==> config.mk <==
export PLATFORM = sky130hd
export DESIGN_NAME = tick_timer_array
export DESIGN_NICKNAME = d
export VERILOG_FILES = /design/src/rtl/tmr_pkg.sv /design/src/rtl/tmr_decode.sv /design/src/rtl/tmr_channel.sv /design/src/rtl/tmr_readmux.sv /design/src/rtl/tick_timer_array.sv
export SDC_FILE = /design/constraint.sdc
export NUM_CORES = 1
export LEC_CHECK = 0
export BUFFER_PORTS_ARGS = -buffer_cell sky130_fd_sc_hd__buf_2
export CAP_MARGIN = 20
export CELL_PAD_IN_SITES_DETAIL_PLACEMENT = 1
export CELL_PAD_IN_SITES_GLOBAL_PLACEMENT = 1
export CORE_MARGIN = 2
export CORE_UTILIZATION = 40
export DETAILED_ROUTE_END_ITERATION = 12
export GPL_ROUTABILITY_DRIVEN = 0
export PLACE_DENSITY = 0.79
export SYNTH_ARGS = -nofsm -noshare
export SYNTH_HDL_FRONTEND = slang
export SYNTH_SLANG_ARGS = --single-unit
==> constraint.sdc <==
create_clock -name clk -period 2.83 [get_ports clk]
set_clock_uncertainty 0.1 [all_clocks]
set_input_delay 0.283 -clock clk [delete_from_list [all_inputs] [get_ports clk]]
set_output_delay 0.283 -clock clk [all_outputs]
set_load 0.02 [all_outputs]
==> src/rtl/tmr_pkg.sv <==
package tmr_pkg;

    localparam int CNT_W     = 21;
    localparam int FIELD_LSB = 10;
    localparam int WORD_W    = 32;
    localparam int CODE_W    = 2;

    typedef enum logic [CODE_W-1:0] {
        REG_LIMIT    = 2'd0,
        REG_COUNT    = 2'd1,
        REG_LIMIT_NC = 2'd2,
        REG_RSVD     = 2'd3
    } reg_code_e;

    typedef struct packed {
        logic             flag;
        logic [CNT_W-1:0] count;
        logic [CNT_W-1:0] limit;
    } chan_state_t;

    typedef struct packed {
        logic             load_clr;
        logic             load_keep;
        logic             rd_clr;
        logic [CNT_W-1:0] value;
    } chan_cmd_t;

    function automatic logic [WORD_W-1:0] pack_word(input logic flag,
                                                    input logic [CNT_W-1:0] val);
        logic [WORD_W-1:0] w;
        w = '0;
        w[WORD_W-1] = flag;
        w[FIELD_LSB +: CNT_W] = val;
        return w;
    endfunction

    function automatic logic [CNT_W-1:0] field_of(input logic [WORD_W-1:0] w);
        return w[FIELD_LSB +: CNT_W];
    endfunction

endpackage

==> src/rtl/tmr_decode.sv <==
module tmr_decode
    import tmr_pkg::*;
#(
    parameter int NUM_CH = 5,
    parameter int CH_W   = 3
) (
    input  logic                   bus_valid,
    input  logic                   bus_write,
    input  logic [CH_W+CODE_W-1:0] bus_addr,
    input  logic [WORD_W-1:0]      bus_wdata,
    output chan_cmd_t              cmd [NUM_CH],
    output logic                   rd_req,
    output logic [CH_W-1:0]        rd_chan,
    output reg_code_e              rd_code
);
    logic [CH_W-1:0] sel_chan;
    reg_code_e       sel_code;

    assign sel_chan = bus_addr[CH_W+CODE_W-1:CODE_W];
    assign sel_code = reg_code_e'(bus_addr[CODE_W-1:0]);
    assign rd_req   = bus_valid && !bus_write;
    assign rd_chan  = sel_chan;
    assign rd_code  = sel_code;

    for (genvar i = 0; i < NUM_CH; i++) begin : g_cmd
        logic hit;
        assign hit = bus_valid && (sel_chan == CH_W'(i));
        always_comb begin
            cmd[i].load_clr  = hit && bus_write  && (sel_code == REG_LIMIT);
            cmd[i].load_keep = hit && bus_write  && (sel_code == REG_LIMIT_NC);
            cmd[i].rd_clr    = hit && !bus_write && (sel_code == REG_LIMIT);
            cmd[i].value     = field_of(bus_wdata);
        end
    end
endmodule

==> src/rtl/tmr_channel.sv <==
module tmr_channel
    import tmr_pkg::*;
#(
    parameter logic [CNT_W-1:0] LIMIT_RST = '0
) (
    input  logic        clk,
    input  logic        rst,
    input  logic        tick,
    input  chan_cmd_t   cmd,
    output chan_state_t st
);
    logic [CNT_W-1:0] cnt_inc;
    logic             wrap;

    assign cnt_inc = st.count + 1'b1;
    assign wrap    = tick && (st.limit != '0) && (cnt_inc == st.limit);

    always_ff @(posedge clk) begin
        if (rst) begin
            st.flag  <= 1'b0;
            st.count <= '0;
            st.limit <= LIMIT_RST;
        end else if (cmd.load_clr) begin
            // restart wins over any wrap in the same cycle
            st.limit <= cmd.value;
            st.count <= '0;
            st.flag  <= 1'b0;
        end else begin
            if (cmd.load_keep) begin
                st.limit <= cmd.value;
            end
            if (wrap) begin
                st.count <= CNT_W'(1);
            end else if (tick) begin
                st.count <= cnt_inc;
            end
            // setting beats clearing so no event is lost
            if (wrap) begin
                st.flag <= 1'b1;
            end else if (cmd.rd_clr) begin
                st.flag <= 1'b0;
            end
        end
    end
endmodule

==> src/rtl/tmr_readmux.sv <==
module tmr_readmux
    import tmr_pkg::*;
#(
    parameter int NUM_CH = 5,
    parameter int CH_W   = 3
) (
    input  logic              clk,
    input  logic              rst,
    input  chan_state_t       st [NUM_CH],
    input  logic              rd_req,
    input  logic [CH_W-1:0]   rd_chan,
    input  reg_code_e         rd_code,
    output logic [WORD_W-1:0] rdata
);
    chan_state_t       pick;
    logic              mapped;
    logic [WORD_W-1:0] word;

    always_comb begin
        pick   = '0;
        mapped = 1'b0;
        for (int i = 0; i < NUM_CH; i++) begin
            if (rd_chan == CH_W'(i)) begin
                pick   = st[i];
                mapped = 1'b1;
            end
        end
    end

    always_comb begin
        word = '0;
        if (mapped) begin
            unique case (rd_code)
                REG_LIMIT, REG_LIMIT_NC: word = pack_word(pick.flag, pick.limit);
                REG_COUNT:               word = pack_word(pick.flag, pick.count);
                REG_RSVD:                word = '0;
            endcase
        end
    end

    always_ff @(posedge clk) begin
        if (rst) begin
            rdata <= '0;
        end else if (rd_req) begin
            rdata <= word;
        end else begin
            rdata <= '0;
        end
    end
endmodule

==> src/rtl/tick_timer_array.sv <==
module tick_timer_array
    import tmr_pkg::*;
#(
    parameter int               NUM_CPU          = 4,
    parameter logic [CNT_W-1:0] CPU_LIMIT_RST    = 21'h02710,
    parameter logic [CNT_W-1:0] MASTER_LIMIT_RST = 21'h00000,
    localparam int              NUM_CH           = NUM_CPU + 1,
    localparam int              CH_W             = $clog2(NUM_CH),
    localparam int              ADDR_W           = CH_W + CODE_W
) (
    input  logic               clk,
    input  logic               rst,
    input  logic               tick_en,
    input  logic               bus_valid,
    input  logic               bus_write,
    input  logic [ADDR_W-1:0]  bus_addr,
    input  logic [WORD_W-1:0]  bus_wdata,
    output logic [WORD_W-1:0]  bus_rdata,
    output logic [NUM_CPU-1:0] irq_bcast,
    output logic [NUM_CPU-1:0] irq_local
);
    chan_cmd_t       cmd [NUM_CH];
    chan_state_t     st  [NUM_CH];
    logic            rd_req;
    logic [CH_W-1:0] rd_chan;
    reg_code_e       rd_code;

    tmr_decode #(.NUM_CH(NUM_CH), .CH_W(CH_W)) u_decode (
        .bus_valid (bus_valid),
        .bus_write (bus_write),
        .bus_addr  (bus_addr),
        .bus_wdata (bus_wdata),
        .cmd       (cmd),
        .rd_req    (rd_req),
        .rd_chan   (rd_chan),
        .rd_code   (rd_code)
    );

    for (genvar i = 0; i < NUM_CH; i++) begin : g_chan
        localparam logic [CNT_W-1:0] RST_LIM =
            (i == NUM_CPU) ? MASTER_LIMIT_RST : CPU_LIMIT_RST;
        tmr_channel #(.LIMIT_RST(RST_LIM)) u_chan (
            .clk  (clk),
            .rst  (rst),
            .tick (tick_en),
            .cmd  (cmd[i]),
            .st   (st[i])
        );
    end

    for (genvar c = 0; c < NUM_CPU; c++) begin : g_irq
        assign irq_local[c] = st[c].flag;
        assign irq_bcast[c] = st[NUM_CPU].flag;
    end

    tmr_readmux #(.NUM_CH(NUM_CH), .CH_W(CH_W)) u_rmux (
        .clk     (clk),
        .rst     (rst),
        .st      (st),
        .rd_req  (rd_req),
        .rd_chan (rd_chan),
        .rd_code (rd_code),
        .rdata   (bus_rdata)
    );
endmodule

==> run metrics, run 1 <==
mux share of post-synthesis cell area=0.0702; vias per std cell=6.24; initial antenna violation count=6; Peak Freq=0.356 GHz; ys async rst share=0; clock root buffer master=clkbuf_16; Post-Synth Simple-Gate Area=0.287; clk buf depth=3; clock-pin slew on the worst setup and hold paths=0.05 ns; worst skew pair latency=0.59 ns; count of cell types in the netlist=89; Synth Flop Type=dfxtp_1; Final ANT Viol Nets=0; status=finished clean; CP peak stage delay=0.58 ns; register share of total power=0.432; initial core utilization=0.407; Die ar.=38900 µm²; maxcap violations=0; Comb power frac=0.075; num rows=70; CTS tree=yes; largest net degree at the start of global routing=86; port buffer count=60; Clk pwr share=0.493; non-filler cells, final=2457; post-synthesis register bit count=237; Residual DRC=0; number of fill cells=4376; Slowest cell on crit path=or4_4; Slew HR=0.322; Layout area overhead=19.3%; Post-synth EDFFs=0; pwr dens=443 nW/µm²; vias in the first global route=15600; CP max FO=5; drt total wl=62300 µm; measured slew at the worst slew-check pin=1.02 ns; HP Class=input pin to register; Net Sw Frac=0.253; Core ar.=36700 µm²; period utilisation layout=0.993; Compound-Gate Fraction of Synth Area=0.119; hpwl dp=45300 µm; H-Tree Depth=1; clk sink count=237; Synth warnings=0; remaining global-route overflow=0; post-synthesis cell count=1860; clock buffer count from CTS=30; width of the die=197 µm; drt wl/cell=25.4 µm; Hold WS=0.157 ns; Mapped Area=14900 µm²; Synth Area in XOR/XNOR=0.140; Final nets=2012; minimum clock period=2.81 ns; dpl cells=2363; Synth Area in Adders=0.00419; initial drt markers=1345; net switching power=2000 µW; R2R Setup Slk=0.02 ns; Slew Viols, Final=0; Die H=197 µm; Hold Vio Cnt, Final=0; Cell Int Power=5890 µW; IO Pins=82; crit start category=register; CP arrival=3.16 ns; CP required=3.18 ns; main combinational cell family by area after synthesis=simple AND/OR/NAND/NOR gates; final setup vio count=0; Avg Inst Size Synth=8.03 µm²; Leak=0.00628 µW; GRT Overall Usage=0.313; peak supply drop=0.000531 V; Pre-antenna DRT Iters=6; critical path type=register to register; first-pass GRT wire length=93700 µm; cell chain of the critical path=buf_8 -> nand4_1 -> or4_4 -> nand2_1 -> o2111ai_1 -> a2111o_1 -> nor4_4 -> buf_4 -> clkbuf_16 -> nor3_1; Worst Setup End Kind=register; via count=15300; sequential area share after synthesis=0.318; share of cells above drive strength 1=0.203
-- Yosys cell counts, types with 12 or more instances --
cell type | instances | area share
xor2_1 | 113 | 0.066
nor3_1 | 121 | 0.041
buf_2 | 35 | 0.012
nand3_1 | 66 | 0.022
buf_4 | 30 | 0.015
nor2_1 | 90 | 0.023
xnor2_1 | 124 | 0.073
nand2_1 | 309 | 0.078
and4_1 | 14 | 0.0082
o22a_1 | 16 | 0.0094
clkbuf_1 | 102 | 0.026
o21ai_0 | 20 | 0.0067
or4_1 | 12 | 0.0060
and3_1 | 17 | 0.0071
inv_1 | 14 | 0.0035
nor4_1 | 35 | 0.015
mux4_2 | 37 | 0.056
nor2b_1 | 45 | 0.019
nand4_1 | 63 | 0.026
nor3_2 | 12 | 0.0080
a21oi_1 | 147 | 0.049
a31oi_1 | 13 | 0.0054
dfxtp_1 | 237 | 0.32
-- kinds of logic (layout without fill, tap and decap cells) --
| kind of cell | count (synthesis) | count (layout) |
|---|---|---|
| and+or+nand+nor | 844 | 844 |
| AOI/OAI and AO/OA | 284 | 284 |
| xor gates and xnor gates | 238 | 238 |
| DFF | 237 | 237 |
| buffers and inverters | 195 | 313 |
| muxes | 56 | 56 |
| adders and majority gates | 5 | 5 |
| other | 1 | 12 |
-- through the flow --
step                area (µm²)  setup WS [ns]  TNS, ns   util  power, µW
finish                   17800         0.0205        0  0.485       7890
global placement         16200        0.00676        0  0.441       3980
floorplan                15000         0.0641        0      -       3790
detailed placement       16200        -0.0552   -0.812  0.441       4000
CTS                      17400         0.0105        0  0.474       7870
global route             17800         -0.110    -3.17  0.485       8090
-- per-layer routing --
layer,track usage,share of wire,vias up
li1,-,-,6748
met1,0.380,0.38,7530
met2,0.516,0.46,805
met3,0.0642,0.088,253
met4,0.181,0.069,6
met5,0,0.00067,-
-- cells in the final DEF (no fill, tap or decap), drive strengths merged, types with 43 or more instances in the layout --
| cell type | Yosys | final |
|---|---|---|
| buf | 78 | 220 |
| nor2 | 90 | 90 |
| xnor2 | 124 | 124 |
| xor2 | 113 | 113 |
| nand4 | 65 | 65 |
| clkbuf | 102 | 43 |
| a21oi | 147 | 147 |
| nor2b | 45 | 45 |
| nand2 | 309 | 309 |
| nor3 | 134 | 134 |
| dfxtp | 237 | 237 |
| nand3 | 69 | 69 |
-- sequential cells by signal, indices dropped and copies added, names as in the netlist --
register          flops
g_chan.u_chan.st    215
u_rmux.rdata         22
-- worst max-delay path, delay by kind of cell (launching register included) --
family | cells | cell delay (ns)
DFF | 1 | 0.36
and+or+nand+nor | 5 | 1.23
AOI/OAI and AO/OA | 2 | 0.51
buffers and inverters | 3 | 0.48
-- what timing repair did --
item / in CTS / in global routing
endpoints found under the setup margin: 28 / 108
pin swaps: 0 / 18
buffers inserted: 0 / 11
cloned: 0 / 5
resized for setup: 3 / 67
endpoints found under the hold margin: 98 / 0
hold buffers: 22 / 0
-- power groups by stage --
stage,Sequential [µW],Combinational (µW),Clock (µW)
after detailed placement,3470,528,0
final,3400,593,3890
after global routing,3410,624,4060
after CTS,3400,558,3910
after global placement,3470,514,0
after floorplan,3460,324,0
-- worst paths after layout --
check / start / endpoint / depth (start not counted)
worst min-delay path: tick_en / g_chan[1].u_chan.st[21]$_SDFFE_PP0P_ / 3
worst max register to register: g_chan[1].u_chan.st[21]$_SDFFE_PP0P_ / g_chan[1].u_chan.st[22]$_SDFFE_PP0P_ / 10
worst min register to register: g_chan[0].u_chan.st[3]$_SDFFE_PP0P_ / g_chan[0].u_chan.st[3]$_SDFFE_PP0P_ / 2
worst max-delay path: g_chan[1].u_chan.st[21]$_SDFFE_PP0P_ / g_chan[1].u_chan.st[22]$_SDFFE_PP0P_ / 10
-- layout make-up --
type / count / area [µm²] / share of cell area
Antenna cell: 2 / 5.00 / 0.000281
Clock buffer: 41 / 833 / 0.0468
Clock inverter: 13 / 146 / 0.00822
Inverter: 15 / 56.3 / 0.00316
Multi-Input combinational cell: 1437 / 9550 / 0.536
Sequential cell: 237 / 4770 / 0.268
Tap cell: 468 / 586 / 0.0329
Timing Repair Buffer: 244 / 1870 / 0.105
No activity file was read; power rests on OpenSTA's default activity.
==> run 2: changes to the inputs <==
PLACE_DENSITY = 0.77   (was 0.79)
clock period = 3.4 ns   (was 2.83 ns; I/O delays follow)
==> run 2 against run 1 <==
  * Sequential power fell by 16%
  * Non-clock buffer count shrank 104
  * Power is 12% lower
  * Global-route usage is 1.7 points lower
  * Critical path type unchanged
  * Largest power group unchanged
  * Highest routed layer unchanged
==> run metrics, run 2 (same netlist as run 1, synthesis figures left out) <==
via count=14500 (-5.2%); hpwl dp=43500 µm (-3.9%); Slowest cell on crit path=or4_1; commonest non-fill, non-tap cell in the layout=nand2_1; Die H=197 µm (unchanged); pwr dens=411 nW/µm² (-7.2%); Final ANT Viol Nets=0 (unchanged); critical path type=register to register; Core ar.=36700 µm² (unchanged); final setup vio count=0 (unchanged); largest net degree at the start of global routing=86 (unchanged); minimum clock period=3.17 ns (+0.360 ns); antenna cell count=0 (-2); width of the die=197 µm (unchanged); HP Class=input pin to register; status=finished clean; peak supply drop=0.000483 V (-8.9%); Worst Setup End Kind=register; maxcap violations=0 (unchanged); period utilisation layout=0.932 (-0.0605); Peak Freq=0.315 GHz (-11%); share of cells above drive strength 1=0.139 (-0.0638); num rows=70 (unchanged); cell chain of the critical path=ha_1 -> and3_1 -> and3_1 -> xnor2_1 -> or4_1 -> nor4_1 -> and3_1 -> buf_4 -> nor3_1; clk sink count=237 (unchanged); first-pass GRT wire length=88900 µm (-5.2%); Resized Gates After CTS=0 (-3); IO Pins=82 (unchanged); commonest cells after routing, fill and taps aside=309 x nand2_1, 237 x dfxtp_1, 147 x a21oi_1; Final nets=1908 (-5.2%); initial antenna violation count=2 (-4); Die ar.=38900 µm² (unchanged); H-Tree Depth=1 (unchanged); Reg with most FFs=g_chan.u_chan.st; Hold Vio Cnt, Final=0 (unchanged); CP arrival=3.53 ns (+0.37 ns); biggest regs=g_chan.u_chan.st: 215 flops, u_rmux.rdata: 22 flops; drt total wl=57500 µm (-7.7%); CP peak stage delay=0.58 ns (about the same); Layout area overhead=12.7%; Leak=0.00575 µW (-8.5%); port buffer count=60 (unchanged); clock-pin slew on the worst setup and hold paths=0.07 ns (+0.02 ns); remaining global-route overflow=0 (unchanged); Slew Viols, Final=0 (unchanged); clk buf depth=3 (unchanged); CP most frequent cell=and3_1; initial drt markers=1172 (-13%); crit start category=register; worst skew pair latency=0.59 ns (about the same); Slew HR=0.329 (+0.00686); initial core utilization=0.407 (unchanged); Setup Buffers After CTS=0 (unchanged); vias per std cell=6.18 (-1.0%); clock buffer count from CTS=30 (unchanged); CTS tree=yes; CP max FO=11 (+6); measured slew at the worst slew-check pin=1.01 ns (-0.0103 ns); clock root buffer master=clkbuf_16; max reg flops=215 (unchanged); Residual DRC=0 (unchanged); Pre-antenna DRT Iters=7 (+1); RSZ-0062 raised after global routing=false; Final Total Pwr=6920 µW (-12%); GRT Overall Usage=0.296 (-0.0169); Fin Setup TNS=0 ns (unchanged); drt wl/cell=24.5 µm (-3.6%); CP required=3.76 ns (+0.58 ns); vias in the first global route=14700 (-5.6%)
==> run 2: changes by cell type in the layout (fill, tap and decap cells not counted), moves of 5 or more <==
cell and delta:
buf_6 -7, clkbuf_1 -6, dlygate4sd3_1 -5, buf_4 -85
nor4_2 -8, dfxtp_2 -20, nor4_1 +9, dfxtp_1 +21
==> run 2: where the power goes <==
| part | leakage, µW | switching [µW] | internal, µW |
|---|---|---|---|
| sequential | 0.00191 | 41.1 | 2800 |
| combinational | 0.00328 | 292 | 147 |
| clock | 0.000558 | 1340 | 2300 |
| total | 0.00575 | 1670 | 5250 |
==> run 2: layout make-up <==
class / instances / area, µm²
fill: 4371 / 19900
clock buffer: 38 / 852
inverter: 15 / 56.3
tap: 468 / 586
sequential: 237 / 4740
clock inverter: 18 / 280
multi-input combinational: 1437 / 9360
timing repair buffer: 140 / 968
==> run 2: final timing paths <==
path / slack (ns) / startpoint / to / cells past startpoint
setup / recovery: 0.23 / g_chan[4].u_chan.st[22]$_SDFFE_PP0P_ / g_chan[4].u_chan.st[25]$_SDFFE_PP0P_ / 9
hold / removal: 0.03 / bus_wdata[11] / g_chan[0].u_chan.st[1]$_SDFFE_PP0P_ / 3
setup reg to reg: 0.23 / g_chan[4].u_chan.st[22]$_SDFFE_PP0P_ / g_chan[4].u_chan.st[25]$_SDFFE_PP0P_ / 9
hold reg to reg: 0.41 / g_chan[0].u_chan.st[3]$_SDFFE_PP0P_ / g_chan[0].u_chan.st[3]$_SDFFE_PP0P_ / 2
==> run 2: per-stage QoR <==
stage                     std cells   util  setup slack (ns)  instance area (µm²)  hold WS, ns
final                          2353  0.459             0.230                16800       0.0251
after global routing           2353  0.459            0.0382                16800       0.0179
after CTS                      2353  0.459             0.272                16800     0.000333
after detailed placement       2280  0.423             0.311                15500        0.395
after global placement         2280  0.423             0.367                15500        0.388
after floorplan                1869      -             0.634                15000        0.340
==> run 2: routing by layer <==
layer	share of wire	track usage	vias up
li1	-	-	6554
met1	0.41	0.378	7243
met2	0.46	0.481	580
met3	0.076	0.0507	167
met4	0.060	0.154	2
met5	0.00023	0	-
==> run 2: critical path: cells and delay by family (launching register included) <==
| family | cells | cell delay [ns] |
|---|---|---|
| flip-flops | 1 | 0.47 |
| buffers and inverters | 1 | 0.25 |
| XOR/XNOR | 1 | 0.09 |
| adder cells (fa/ha/maj) | 1 | 0.29 |
| AND/OR/NAND/NOR | 6 | 1.86 |
==> run 2: timing repair <==
action | CTS | global route
hold endpoints to repair | 58 | 0
endpoints found under the setup margin | 0 | 0
hold buffers | 17 | 0
